**src/rtl/opsq_pkg.sv**
```systemverilog
package opsq_pkg;

  // Number of field bits that carry an operation; scan order is bit 0 upward.
  localparam int unsigned NUM_OPS = 8;
  localparam int unsigned IDX_W   = $clog2(NUM_OPS);

  typedef enum logic [IDX_W-1:0] {
    OP_TEST_NEG = 3'd0,
    OP_TEST_ZER = 3'd1,
    OP_CLEAR    = 3'd2,
    OP_INVERT   = 3'd3,
    OP_INCR     = 3'd4,
    OP_SHL      = 3'd5,
    OP_SHR      = 3'd6,
    OP_RETURN   = 3'd7
  } opsq_op_e;

endpackage

```
**src/rtl/opsq_scan_ctrl.sv**
```systemverilog
module opsq_scan_ctrl
  import opsq_pkg::*;
(
  input  logic             clk,
  input  logic             rst_n,
  input  logic             start_i,
  output logic             accept_o,
  output logic             step_o,
  output logic [IDX_W-1:0] idx_o,
  output logic             busy_o,
  output logic             done_o
);

  localparam logic [IDX_W-1:0] LAST_IDX = IDX_W'(NUM_OPS - 1);

  logic             busy_q, busy_d;
  logic             done_q, done_d;
  logic [IDX_W-1:0] idx_q, idx_d;
  logic             last_step;

  assign accept_o  = start_i & ~busy_q;
  assign step_o    = busy_q;
  assign last_step = busy_q & (idx_q == LAST_IDX);

  always_comb begin
    busy_d = busy_q;
    idx_d  = idx_q;
    done_d = last_step;
    if (accept_o) begin
      busy_d = 1'b1;
      idx_d  = '0;
    end else if (busy_q) begin
      idx_d = idx_q + 1'b1;
      if (last_step) busy_d = 1'b0;
    end
  end

  always_ff @(posedge clk or negedge rst_n) begin
    if (!rst_n) begin
      busy_q <= 1'b0;
      done_q <= 1'b0;
      idx_q  <= '0;
    end else begin
      busy_q <= busy_d;
      done_q <= done_d;
      idx_q  <= idx_d;
    end
  end

  assign idx_o  = idx_q;
  assign busy_o = busy_q;
  assign done_o = done_q;

endmodule

```
**src/rtl/opsq_step_alu.sv**
```systemverilog
module opsq_step_alu
  import opsq_pkg::*;
#(
  parameter int unsigned DATA_W = 14
) (
  input  logic [IDX_W-1:0]   idx_i,
  input  logic [NUM_OPS-1:0] ops_i,
  input  logic [DATA_W-1:0]  acc_i,
  input  logic [DATA_W-1:0]  pc_i,
  input  logic [DATA_W-1:0]  link_i,
  output logic [DATA_W-1:0]  acc_o,
  output logic [DATA_W-1:0]  pc_o
);

  logic             bit_on;
  logic             acc_neg;
  logic             acc_zero;
  logic [DATA_W-1:0] pc_skip;
  opsq_op_e         op;

  assign op       = opsq_op_e'(idx_i);
  assign bit_on   = ops_i[idx_i];
  assign acc_neg  = acc_i[DATA_W-1];
  assign acc_zero = (acc_i == '0);
  assign pc_skip  = pc_i + DATA_W'(1);

  always_comb begin
    acc_o = acc_i;
    pc_o  = pc_i;
    if (bit_on) begin
      unique case (op)
        OP_TEST_NEG: if (acc_neg)  pc_o = pc_skip;
        OP_TEST_ZER: if (acc_zero) pc_o = pc_skip;
        OP_CLEAR:    acc_o = '0;
        OP_INVERT:   acc_o = ~acc_i;
        OP_INCR:     acc_o = acc_i + DATA_W'(1);
        OP_SHL:      acc_o = {acc_i[DATA_W-2:0], 1'b0};
        OP_SHR:      acc_o = {1'b0, acc_i[DATA_W-1:1]};
        OP_RETURN:   pc_o  = link_i;
        default:     ;
      endcase
    end
  end

endmodule

```
**src/rtl/opsq_work_regs.sv**
```systemverilog
module opsq_work_regs
  import opsq_pkg::*;
#(
  parameter int unsigned DATA_W = 14
) (
  input  logic               clk,
  input  logic               rst_n,
  input  logic               load_en,
  input  logic               step_en,
  input  logic [NUM_OPS-1:0] ops_in,
  input  logic [DATA_W-1:0]  acc_in,
  input  logic [DATA_W-1:0]  pc_in,
  input  logic [DATA_W-1:0]  link_in,
  input  logic [DATA_W-1:0]  acc_step,
  input  logic [DATA_W-1:0]  pc_step,
  output logic [NUM_OPS-1:0] ops_q,
  output logic [DATA_W-1:0]  acc_q,
  output logic [DATA_W-1:0]  pc_q,
  output logic [DATA_W-1:0]  link_q
);

  logic [NUM_OPS-1:0] ops_d;
  logic [DATA_W-1:0]  acc_d, pc_d, link_d;

  always_comb begin
    ops_d  = ops_q;
    acc_d  = acc_q;
    pc_d   = pc_q;
    link_d = link_q;
    if (load_en) begin
      ops_d  = ops_in;
      acc_d  = acc_in;
      pc_d   = pc_in;
      link_d = link_in;
    end else if (step_en) begin
      acc_d = acc_step;
      pc_d  = pc_step;
    end
  end

  always_ff @(posedge clk or negedge rst_n) begin
    if (!rst_n) begin
      ops_q  <= '0;
      acc_q  <= '0;
      pc_q   <= '0;
      link_q <= '0;
    end else begin
      ops_q  <= ops_d;
      acc_q  <= acc_d;
      pc_q   <= pc_d;
      link_q <= link_d;
    end
  end

endmodule

```
**src/rtl/opsq_top.sv**
```systemverilog
module opsq_top
  import opsq_pkg::*;
#(
  parameter int unsigned DATA_W  = 14,
  parameter int unsigned FIELD_W = 11
) (
  input  logic               clk,
  input  logic               rst_n,
  input  logic               start_i,
  input  logic [FIELD_W-1:0] field_i,
  input  logic [DATA_W-1:0]  acc_i,
  input  logic [DATA_W-1:0]  pc_i,
  input  logic [DATA_W-1:0]  link_i,
  output logic               busy_o,
  output logic               done_o,
  output logic [DATA_W-1:0]  acc_o,
  output logic [DATA_W-1:0]  pc_o
);

  // Reset: asserted asynchronously, released after two clock edges.
  logic rst_meta_n, rst_sync_n;
  always_ff @(posedge clk or negedge rst_n) begin
    if (!rst_n) begin
      rst_meta_n <= 1'b0;
      rst_sync_n <= 1'b0;
    end else begin
      rst_meta_n <= 1'b1;
      rst_sync_n <= rst_meta_n;
    end
  end

  logic               accept, step;
  logic [IDX_W-1:0]   idx;
  logic [NUM_OPS-1:0] field_q;
  logic [DATA_W-1:0]  acc_q, pc_q, link_q;
  logic [DATA_W-1:0]  acc_step, pc_step;

  opsq_scan_ctrl u_ctrl (
    .clk      (clk),
    .rst_n    (rst_sync_n),
    .start_i  (start_i),
    .accept_o (accept),
    .step_o   (step),
    .idx_o    (idx),
    .busy_o   (busy_o),
    .done_o   (done_o)
  );

  opsq_step_alu #(.DATA_W(DATA_W)) u_alu (
    .idx_i  (idx),
    .ops_i  (field_q),
    .acc_i  (acc_q),
    .pc_i   (pc_q),
    .link_i (link_q),
    .acc_o  (acc_step),
    .pc_o   (pc_step)
  );

  opsq_work_regs #(.DATA_W(DATA_W)) u_regs (
    .clk      (clk),
    .rst_n    (rst_sync_n),
    .load_en  (accept),
    .step_en  (step),
    .ops_in   (field_i[NUM_OPS-1:0]),
    .acc_in   (acc_i),
    .pc_in    (pc_i),
    .link_in  (link_i),
    .acc_step (acc_step),
    .pc_step  (pc_step),
    .ops_q    (field_q),
    .acc_q    (acc_q),
    .pc_q     (pc_q),
    .link_q   (link_q)
  );

  // Upper field bits carry no operation and are dropped here.
  logic unused_hi;
  assign unused_hi = ^field_i[FIELD_W-1:NUM_OPS];

  assign acc_o = acc_q;
  assign pc_o  = pc_q;

endmodule

```
**config.mk**
```make
export PLATFORM = sky130hd
export DESIGN_NAME = opsq_top
export DESIGN_NICKNAME = d
export VERILOG_FILES = /design/src/rtl/opsq_pkg.sv /design/src/rtl/opsq_scan_ctrl.sv /design/src/rtl/opsq_step_alu.sv /design/src/rtl/opsq_work_regs.sv /design/src/rtl/opsq_top.sv
export SDC_FILE = /design/constraint.sdc
export NUM_CORES = 1
export LEC_CHECK = 0
export BUFFER_PORTS_ARGS = -buffer_cell sky130_fd_sc_hd__buf_2
export CAP_MARGIN = 10
export CORE_ASPECT_RATIO = 0.7
export CORE_MARGIN = 5
export CORE_UTILIZATION = 40
export CTS_BUF_LIST = sky130_fd_sc_hd__clkbuf_4
export CTS_CLUSTER_DIAMETER = 150
export DETAILED_ROUTE_END_ITERATION = 16
export GPL_TIMING_DRIVEN = 0
export PLACE_DENSITY = 0.62
export RECOVER_POWER = 100
export SLEW_MARGIN = 20
export SYNTH_ARGS = -nofsm -noshare
export SYNTH_HDL_FRONTEND = slang
export SYNTH_SLANG_ARGS = --single-unit
```
**constraint.sdc**
```tcl
create_clock -name clk -period 3.3 [get_ports clk]
set_input_delay 0.495 -clock clk [delete_from_list [all_inputs] [get_ports clk]]
set_output_delay 0.495 -clock clk [all_outputs]
set_load 0.01 [all_outputs]
```
==> results.yml, run 1 <==
run:
  maxCapViolCount: 0
synth:
  avgSynthCellArea_um2: 8.45
  synth_enable_flop_cells: 0
  synth_cell_types: 66
  synthArstFlopShare: 1.00
  synth_cells: 434
  netlist_top_cells_area: "dfrtp_1 39%, nand2_1 9.3%, o21ai_0 5.2%"
  synth_nets: 499
  syn_area_um2: 3670
  ys_ff_latch: 57
  ys.flop_type: "dfrtp_1"
  ys_seq_area_frac: 0.389
  synth_top_cell_by_area: "dfrtp_1"
  synth_warnings: 0
  yosysTopAreaCellShare: 0.389
grt:
  overflow: 0
  grt_pass1_wl_mm: 18.8
  antenna_found_initial: 0
  grt_max_degree: 32
  grt.total_usage: 0.205
  grt_pass1_vias: 3625
worst_setup_path:
  worstPathRequired_ps: 3620
  crit_fanout: 10
  arrival_ps: 3130
  path_class: "flop to flop"
  crit_path_end_kind: "flop"
  reg2reg_slack_ps: 480
  r2r_start: "u_ctrl.idx_o[0]$_DFFE_PN0N_"
  ff2ff_path_depth: 9
  r2r-end: "u_regs.pc_q[2]$_DFFE_PN0P_"
  startpoint: "u_ctrl.idx_o[0]$_DFFE_PN0N_"
  crit_end: "u_regs.pc_q[2]$_DFFE_PN0P_"
  startpoint_type: "flop"
min_path:
  hold_class: "primary input to flop"
timing:
  worst_pin_slew_ps: 1090
  hold_viol: 0
  fin_crit_sh: 0.853
  fmax_mhz: 355
  rsz0062_at_grt: "no"
  fin_hold_ws_ps: 259
  final_max_slew_viol_count: 0
  finClkSkew_ps: 9.64
  fin_setup_tns_ps: 0
  setup_viol: 0
  period_needed_ps: 2820
  slew-limit-headroom: 0.276
finish:
  n_antenna_cell: 0
  finish.net_count: 594
  final_common_cell: "nand2_1"
  area_growth_pct: 17.8
  layout.area.seq_um2: 1430
  layout_common_cells: "91 x nand2_1, 60 x buf_2, 57 x dfrtp_1"
  multi_input_area_um2: 1980
  drive_above_1_share: 0.180
  fillers: 946
routing:
  wl_met2_mm: 4.93
  first_pass_iters: 9
  post_drt_via_cell_ratio: 5.58
  drc: 0
  drt_iter0_markers: 447
  final_antenna_net_count: 0
  postRouteWirelength_mm: 11.6
  wl_met3_um: 880
  via_count: 3672
  wl_met1_mm: 5.60
  dr.max_layer_used: "met4"
  avgRoutedWirePerCell_um: 17.6
clocking:
  htreeDepth: 3
  cts_num_sinks: 57
  cts.path.max_buffers: 2
  clk_latency_ps: 420
  post_cts_resized: 0
  cts-buffers-inserted: 9
  cts_tree: "built"
  clkTransAtPathRegs_ps: 100
  cts_root_buffer: "clkbuf_4"
  post_cts_buffers: 0
die:
  die_h_um: 90.1
  core-area_um2: 9000
  die-area_um2: 11200
  ioPinCount: 86
  start_util: 0.408
  rows: 29
  die_x_um: 124
pwr:
  max-vdd-ir-drop_mv: 0.398
  power_leakage_nw: 1.91
  power_density_nw_per_um2: 958
  power_mw: 4.14
outcome:
  outcome: "completed"
placement:
  port_buffers: 82
  hpwl_mm: 8.34
  place_congestion: 0.870
-- cell usage after synthesis (all sizes together), types with 5 or more instances --
library cell and n:
a21oi 22, a222oi 11, a31oi 15, and2 6
buf 19, clkbuf 16, dfrtp 57, ha 9
inv 17, nand2 92, nand3 9, nor2 25
nor4 5, o211ai 5, o21ai 45, o31ai 7
-- worst max-delay path: stages, from the launching register on --
cell and delay [ps]:
dfrtp_1 420, clkbuf_1 200, inv_1 120, ha_1 190
clkbuf_1 360, o21bai_1 140, a32o_1 250, a22o_1 270
nor2_1 390, mux2_2 390
-- timing repair --
item | in CTS | in global routing
endpoints found under the setup margin | 0 | 0
hold buffers | 1 | 0
hold endpoints to repair | 2 | 0
-- worst min path at each step --
stage	endpoint	depth (start not counted)	slack, ps	start
floorplan	rst_meta_n$_DFF_PN0_	0	200	rst_n
global placement	rst_meta_n$_DFF_PN0_	1	280	rst_n
detailed placement	u_regs.link_q[2]$_DFFE_PN0P_	0	250	rst_sync_n$_DFF_PN0_
CTS	u_regs.link_q[0]$_DFFE_PN0P_	3	230	link_i[0]
global route	u_regs.ops_q[2]$_DFFE_PN0P_	3	220	field_i[2]
finish	u_regs.link_q[8]$_DFFE_PN0P_	3	260	link_i[8]
-- routing by layer --
| layer | vias up | track usage |
|---|---|---|
| met2 | 156 | 0.294 |
| met5 | - | 0 |
| li1 | 1764 | - |
| met4 | 0 | 0.0630 |
| met1 | 1738 | 0.298 |
| met3 | 14 | 0.0598 |
-- final cells by class --
cell class / instances / share of cell area
Multi-Input combinational cell: 325 / 0.457
Sequential cell: 57 / 0.330
Timing Repair Buffer: 84 / 0.0929
Buffer: 35 / 0.0391
Tap cell: 124 / 0.0359
Clock buffer: 11 / 0.0191
Inverter: 17 / 0.0148
Clock inverter: 5 / 0.0110
-- through the flow --
| step | cell area [µm²] | worst slack [ps] | instances | util |
|---|---|---|---|---|
| global placement | 4230 | 825 | 640 | 0.471 |
| floorplan | 3670 | 1230 | 434 | - |
| detailed placement | 4260 | 927 | 641 | 0.473 |
| finish | 4320 | 485 | 658 | 0.480 |
| CTS | 4400 | 907 | 658 | 0.489 |
| global route | 4320 | 361 | 658 | 0.480 |
-- cells by family (layout without fill, tap and decap cells) --
family | Yosys count | in the layout | share of synthesized area
simple gates | 163 | 163 | 0.207
compound gates | 139 | 139 | 0.267
flops | 57 | 57 | 0.389
buf+inv | 52 | 152 | 0.0679
fa+ha+maj | 9 | 9 | 0.0307
xor+xnor | 7 | 7 | 0.0167
mux | 6 | 6 | 0.0215
other cells | 1 | 1 | 0.00102
-- registers in the layout, indices dropped and copies added, names as in the netlist --
signal and flops:
u_regs.pc_q 14, rst_meta_n 1, u_ctrl.busy_o 1, u_regs.ops_q 8
rst_sync_n 1, u_regs.acc_q 14, u_ctrl.done_o 1, u_ctrl.idx_o 3
u_regs.link_q 14
-- where the power goes --
| group | switching (mW) | total (mW) | internal, mW |
|---|---|---|---|
| Sequential | 0.319 | 1.32 | 0.999 |
| Clock | 0.281 | 0.522 | 0.241 |
| Combinational | 1.41 | 2.30 | 0.889 |
| Total | 2.01 | 4.14 | 2.13 |
Note: power is estimated with default switching activity, not from simulation.
==> run 2, diff against run 1 <==
- CORE_UTILIZATION: 40 -> 60
- PLACE_DENSITY: 0.62 -> 0.88
==> results.yml, run 2 (synthesis results as in run 1) <==
outcome:
  outcome: "finished, violations left"
  violations: "capacitance limit, slew limit"
finish:
  area_growth_pct: 15.8
  layout_common_cells: "91 x nand2_1, 60 x buf_2, 57 x dfrtp_1"
  final_cells: 608
  fillers: 491
  reg_top3: "u_regs.acc_q: 14 flops, u_regs.link_q: 14 flops, u_regs.pc_q: 14 flops"
  final_common_cell: "nand2_1"
  drive_above_1_share: 0.176
  finish.net_count: 593
  n_antenna_cell: 0
grt:
  antenna_found_initial: 0
  grt_max_degree: 56
  grt.total_usage: 0.294
  overflow: 0
  grt_pass1_vias: 3573
  grt_pass1_wl_mm: 17.7
clocking:
  cts_num_sinks: 57
  htreeDepth: 3
  post_cts_resized: 0
  cts.path.max_buffers: 2
  clk_latency_ps: 420
  clkTransAtPathRegs_ps: 110
  cts_root_buffer: "clkbuf_4"
  cts_tree: "built"
  post_cts_buffers: 0
  cts-buffers-inserted: 9
routing:
  via_count: 3860
  avgRoutedWirePerCell_um: 17.9
  post_drt_via_cell_ratio: 6.35
  postRouteWirelength_mm: 10.9
  drc: 0
  final_antenna_net_count: 0
  first_pass_iters: 6
  drt_iter0_markers: 554
worst_setup_path:
  crit_fanout: 10
  crit_path_end_kind: "flop"
  reg2reg_slack_ps: 540
  crit_buf_inv: 3
  arrival_ps: 3060
  path_class: "flop to flop"
  path_delay_family: "compound AO/OA/AOI/OAI gates"
  worstPathRequired_ps: 3600
  critPathMaxStageDelay_ps: 470
  critPathSlowestCell: "dfrtp_1"
  startpoint_type: "flop"
  crit_path_cell_trace: "ha_1 -> ha_1 -> clkbuf_1 -> inv_1 -> a32o_1 -> a22o_1 -> clkbuf_1 -> a2111oi_2 -> o21ai_1"
pwr:
  power_density_nw_per_um2: 974
  max-vdd-ir-drop_mv: 0.464
  power_leakage_nw: 1.89
die:
  rows: 23
  die_h_um: 75.4
  die-area_um2: 7800
  ioPinCount: 86
  die_x_um: 103
  start_util: 0.628
  core-area_um2: 5840
timing:
  hold_viol: 0
  worst_pin_slew_ps: 2180
  fin_setup_tns_ps: 0
  fin_hold_ws_ps: 255
  rsz0062_at_grt: "no"
  slew-limit-headroom: -0.454
  period_needed_ps: 2760
  fmax_mhz: 363
  final_max_slew_viol_count: 56
  setup_viol: 0
  fin_crit_sh: 0.835
  finClkSkew_ps: 11.1
placement:
  place_congestion: 0.947
  hpwl_mm: 7.84
  port_buffers: 82
  dp_cells: 591
run:
  maxCapViolCount: 1
min_path:
  hold_class: "primary input to flop"
run 2: final timing paths:
path,startpoint,end,cells past startpoint
worst max register to register,u_ctrl.idx_o[1]$_DFFE_PN0N_,u_regs.pc_q[10]$_DFFE_PN0P_,9
min in group asynchronous,rst_n,rst_meta_n$_DFF_PN0_,2
worst max-delay path,u_ctrl.idx_o[1]$_DFFE_PN0N_,u_regs.pc_q[10]$_DFFE_PN0P_,9
worst min register to register,rst_meta_n$_DFF_PN0_,rst_sync_n$_DFF_PN0_,0
max in group asynchronous,rst_sync_n$_DFF_PN0_,u_regs.acc_q[5]$_DFFE_PN0P_,0
worst min-delay path,link_i[5],u_regs.link_q[5]$_DFFE_PN0P_,3
run 2: worst register-to-register path, cell delays in order (launching register included):
cell and delay [ps]:
dfrtp_1 470, ha_1 230, ha_1 160, clkbuf_1 310, inv_1 180, a32o_1 270, a22o_1 250, clkbuf_1 270
a2111oi_2 390, o21ai_1 110
run 2: timing repair:
action                                 4_1_cts  5_1_grt
endpoints found under the hold margin        2        0
setup endpoints to repair                    0        0
hold buffers                                 1        0
run 2: per-layer routing:
layer  global-route usage  part of all wire
met5                    0                 0
met4               0.0977             0.019
met3               0.0887              0.12
met2                0.415              0.42
met1                0.430              0.44
run 2: area by class of cell:
type,count,area (µm²),area share
Sequential cell,57,1430,0.336
Buffer,35,176,0.0415
Multi-Input combinational cell,325,1970,0.463
Timing Repair Buffer,83,382,0.0899
Inverter,17,63.8,0.0150
Clock buffer,9,67.6,0.0159
Tap cell,75,93.8,0.0221
Clock inverter,7,70.1,0.0165
run 2: through the flow:
| step | area [µm²] | utilization | setup slack, ps | power (mW) |
|---|---|---|---|---|
| final | 4250 | 0.727 | 545 | 4.14 |
| after global routing | 4250 | 0.727 | 408 | 4.45 |
| after CTS | 4320 | 0.740 | 905 | 4.18 |
| after detailed placement | 4180 | 0.715 | 948 | 3.65 |
| after global placement | 4170 | 0.714 | 955 | 3.56 |
| after floorplan | 3670 | - | 1230 | 2.96 |
run 2: report_power, final:
group / internal (mW) / switching (mW) / leakage (nW) / total [mW]
Clock: 0.229 / 0.295 / 0.0660 / 0.524
Combinational: 0.885 / 1.40 / 1.12 / 2.28
Sequential: 0.999 / 0.330 / 0.705 / 1.33
==> run 3, diff against run 2 <==
- CORE_UTILIZATION: 60 -> 51
- PLACE_DENSITY: 0.88 -> 0.79
- clock period: 3.3 -> 2.2 ns (I/O delays scaled with it)
==> results.yml, run 3 (synthesis results as in run 1) <==
worst_setup_path:
  path_class: "flop to flop"
  worstPathRequired_ps: 2510
  arrival_ps: 2470
  startpoint_type: "flop"
  crit_path_end_kind: "flop"
  crit_fanout: 10
grt:
  grt.total_usage: 0.256
  antenna_found_initial: 0
  overflow: 0
  grt_pass1_wl_mm: 18.4
  grt_max_degree: 56
  grt_pass1_vias: 3682
timing:
  fmax_mhz: 463
  hold_viol: 0
  setup_viol: 0
  worst_pin_slew_ps: 1240
  rsz0062_at_grt: "yes"
  fin_hold_ws_ps: 80.2
  period_needed_ps: 2160
  slew-limit-headroom: 0.174
  finClkSkew_ps: 18.3
  fin_crit_sh: 0.981
  final_max_slew_viol_count: 0
die:
  core-area_um2: 6880
  ioPinCount: 86
  die_x_um: 111
  rows: 25
  die-area_um2: 9020
  die_h_um: 81.0
  start_util: 0.533
finish:
  reg_top3: "u_regs.acc_q: 14 flops, u_regs.link_q: 14 flops, u_regs.pc_q: 14 flops"
  multi_input_area_um2: 2070
  final_common_cell: "nand2_1"
  layout.area.seq_um2: 1430
  fillers: 624
  finish.net_count: 596
  area_growth_pct: 20.2
  fin_util: 0.641
  layout_common_cells: "91 x nand2_1, 63 x buf_2, 56 x dfrtp_1"
  drive_above_1_share: 0.235
  n_antenna_cell: 0
  final_cells: 630
clocking:
  cts_tree: "built"
  cts_root_buffer: "clkbuf_4"
  cts_num_sinks: 57
  cts.path.max_buffers: 2
  htreeDepth: 3
  clk_latency_ps: 430
  clkTransAtPathRegs_ps: 120
  cts-buffers-inserted: 9
pwr:
  power_density_nw_per_um2: 1470
  max-vdd-ir-drop_mv: 0.787
  power_leakage_nw: 1.95
min_path:
  hold_class: "primary input to flop"
outcome:
  outcome: "completed"
placement:
  dp_cells: 610
  place_congestion: 0.921
  port_buffers: 82
  hpwl_mm: 8.01
routing:
  avgRoutedWirePerCell_um: 17.8
  drc: 0
  via_count: 3838
  first_pass_iters: 7
  drt_iter0_markers: 478
  postRouteWirelength_mm: 11.2
  post_drt_via_cell_ratio: 6.09
  final_antenna_net_count: 0
run:
  maxCapViolCount: 0
-- run 3: changes by cell type in the layout (fill, tap and decap cells not counted), sizes merged --
cell / previous run / this run
buf: 65 / 74
clkbuf: 61 / 55
clkinv: 2 / 4
bufinv: 1 / 0
clkinvlp: 3 / 2
-- run 3: area by class of cell --
cell class	instances	area share
Clock inverter	7	0.0125
Inverter	17	0.0145
Multi-Input combinational cell	325	0.468
Buffer	34	0.0451
Timing Repair Buffer	87	0.0939
Sequential cell	57	0.324
Clock buffer	9	0.0153
Tap cell	94	0.0267
-- run 3: path summary, 6_finish.rpt --
| path | slack [ps] | cells past startpoint | to | startpoint |
|---|---|---|---|---|
| worst min-delay path | 80 | 3 | u_regs.link_q[7]$_DFFE_PN0P_ | link_i[7] |
| max in group asynchronous | 880 | 0 | u_regs.ops_q[6]$_DFFE_PN0P_ | rst_sync_n$_DFF_PN0_ |
| worst max register to register | 40 | 10 | u_regs.pc_q[10]$_DFFE_PN0P_ | u_ctrl.idx_o[0]$_DFFE_PN0N_ |
| worst min register to register | 370 | 0 | rst_sync_n$_DFF_PN0_ | rst_meta_n$_DFF_PN0_ |
| min in group asynchronous | 190 | 2 | rst_meta_n$_DFF_PN0_ | rst_n |
| worst max-delay path | 40 | 10 | u_regs.pc_q[10]$_DFFE_PN0P_ | u_ctrl.idx_o[0]$_DFFE_PN0N_ |
-- run 3: worst max-delay path, stage by stage, from the launching register on --
cell and delay, ps:
dfrtp_1 430, buf_6 150, inv_2 60, ha_2 190, buf_6 120, o21bai_1 70, a32o_2 240, a22o_4 270
buf_6 150, a2111oi_4 260, o21ai_1 110
-- run 3: through the flow --
step / total power, mW / instance area [µm²] / setup TNS [ps] / worst slack, ps
final: 6.48 / 4410 / 0 / 41.9
after global routing: 6.98 / 4410 / -125 / -53.3
after CTS: 6.29 / 4360 / -114 / -56.4
after detailed placement: 5.50 / 4200 / -807 / -142
after global placement: 5.38 / 4200 / -10620 / -189
after floorplan: 4.45 / 3670 / 0 / 131
-- run 3: routing by layer --
layer	GRT usage	part of all wire	wire, µm
met1	0.369	0.45	5040
met2	0.372	0.42	4730
met3	0.0759	0.11	1250
met4	0.0765	0.016	184
met5	0	0	0
-- run 3: what timing repair did --
action,4_1_cts,5_1_grt
gates resized for setup,6,26
pin swaps,1,6
setup endpoints to repair,11,23
hold endpoints to repair,2,0
hold buffers,1,0
gates cloned,0,0
setup buffers,1,3
-- run 3: power by group --
| group | switching, mW | internal, mW | total [mW] |
|---|---|---|---|
| registers | 0.504 | 1.50 | 2.00 |
| logic | 2.22 | 1.55 | 3.77 |
| clock network | 0.474 | 0.238 | 0.712 |
| total | 3.20 | 3.29 | 6.48 |
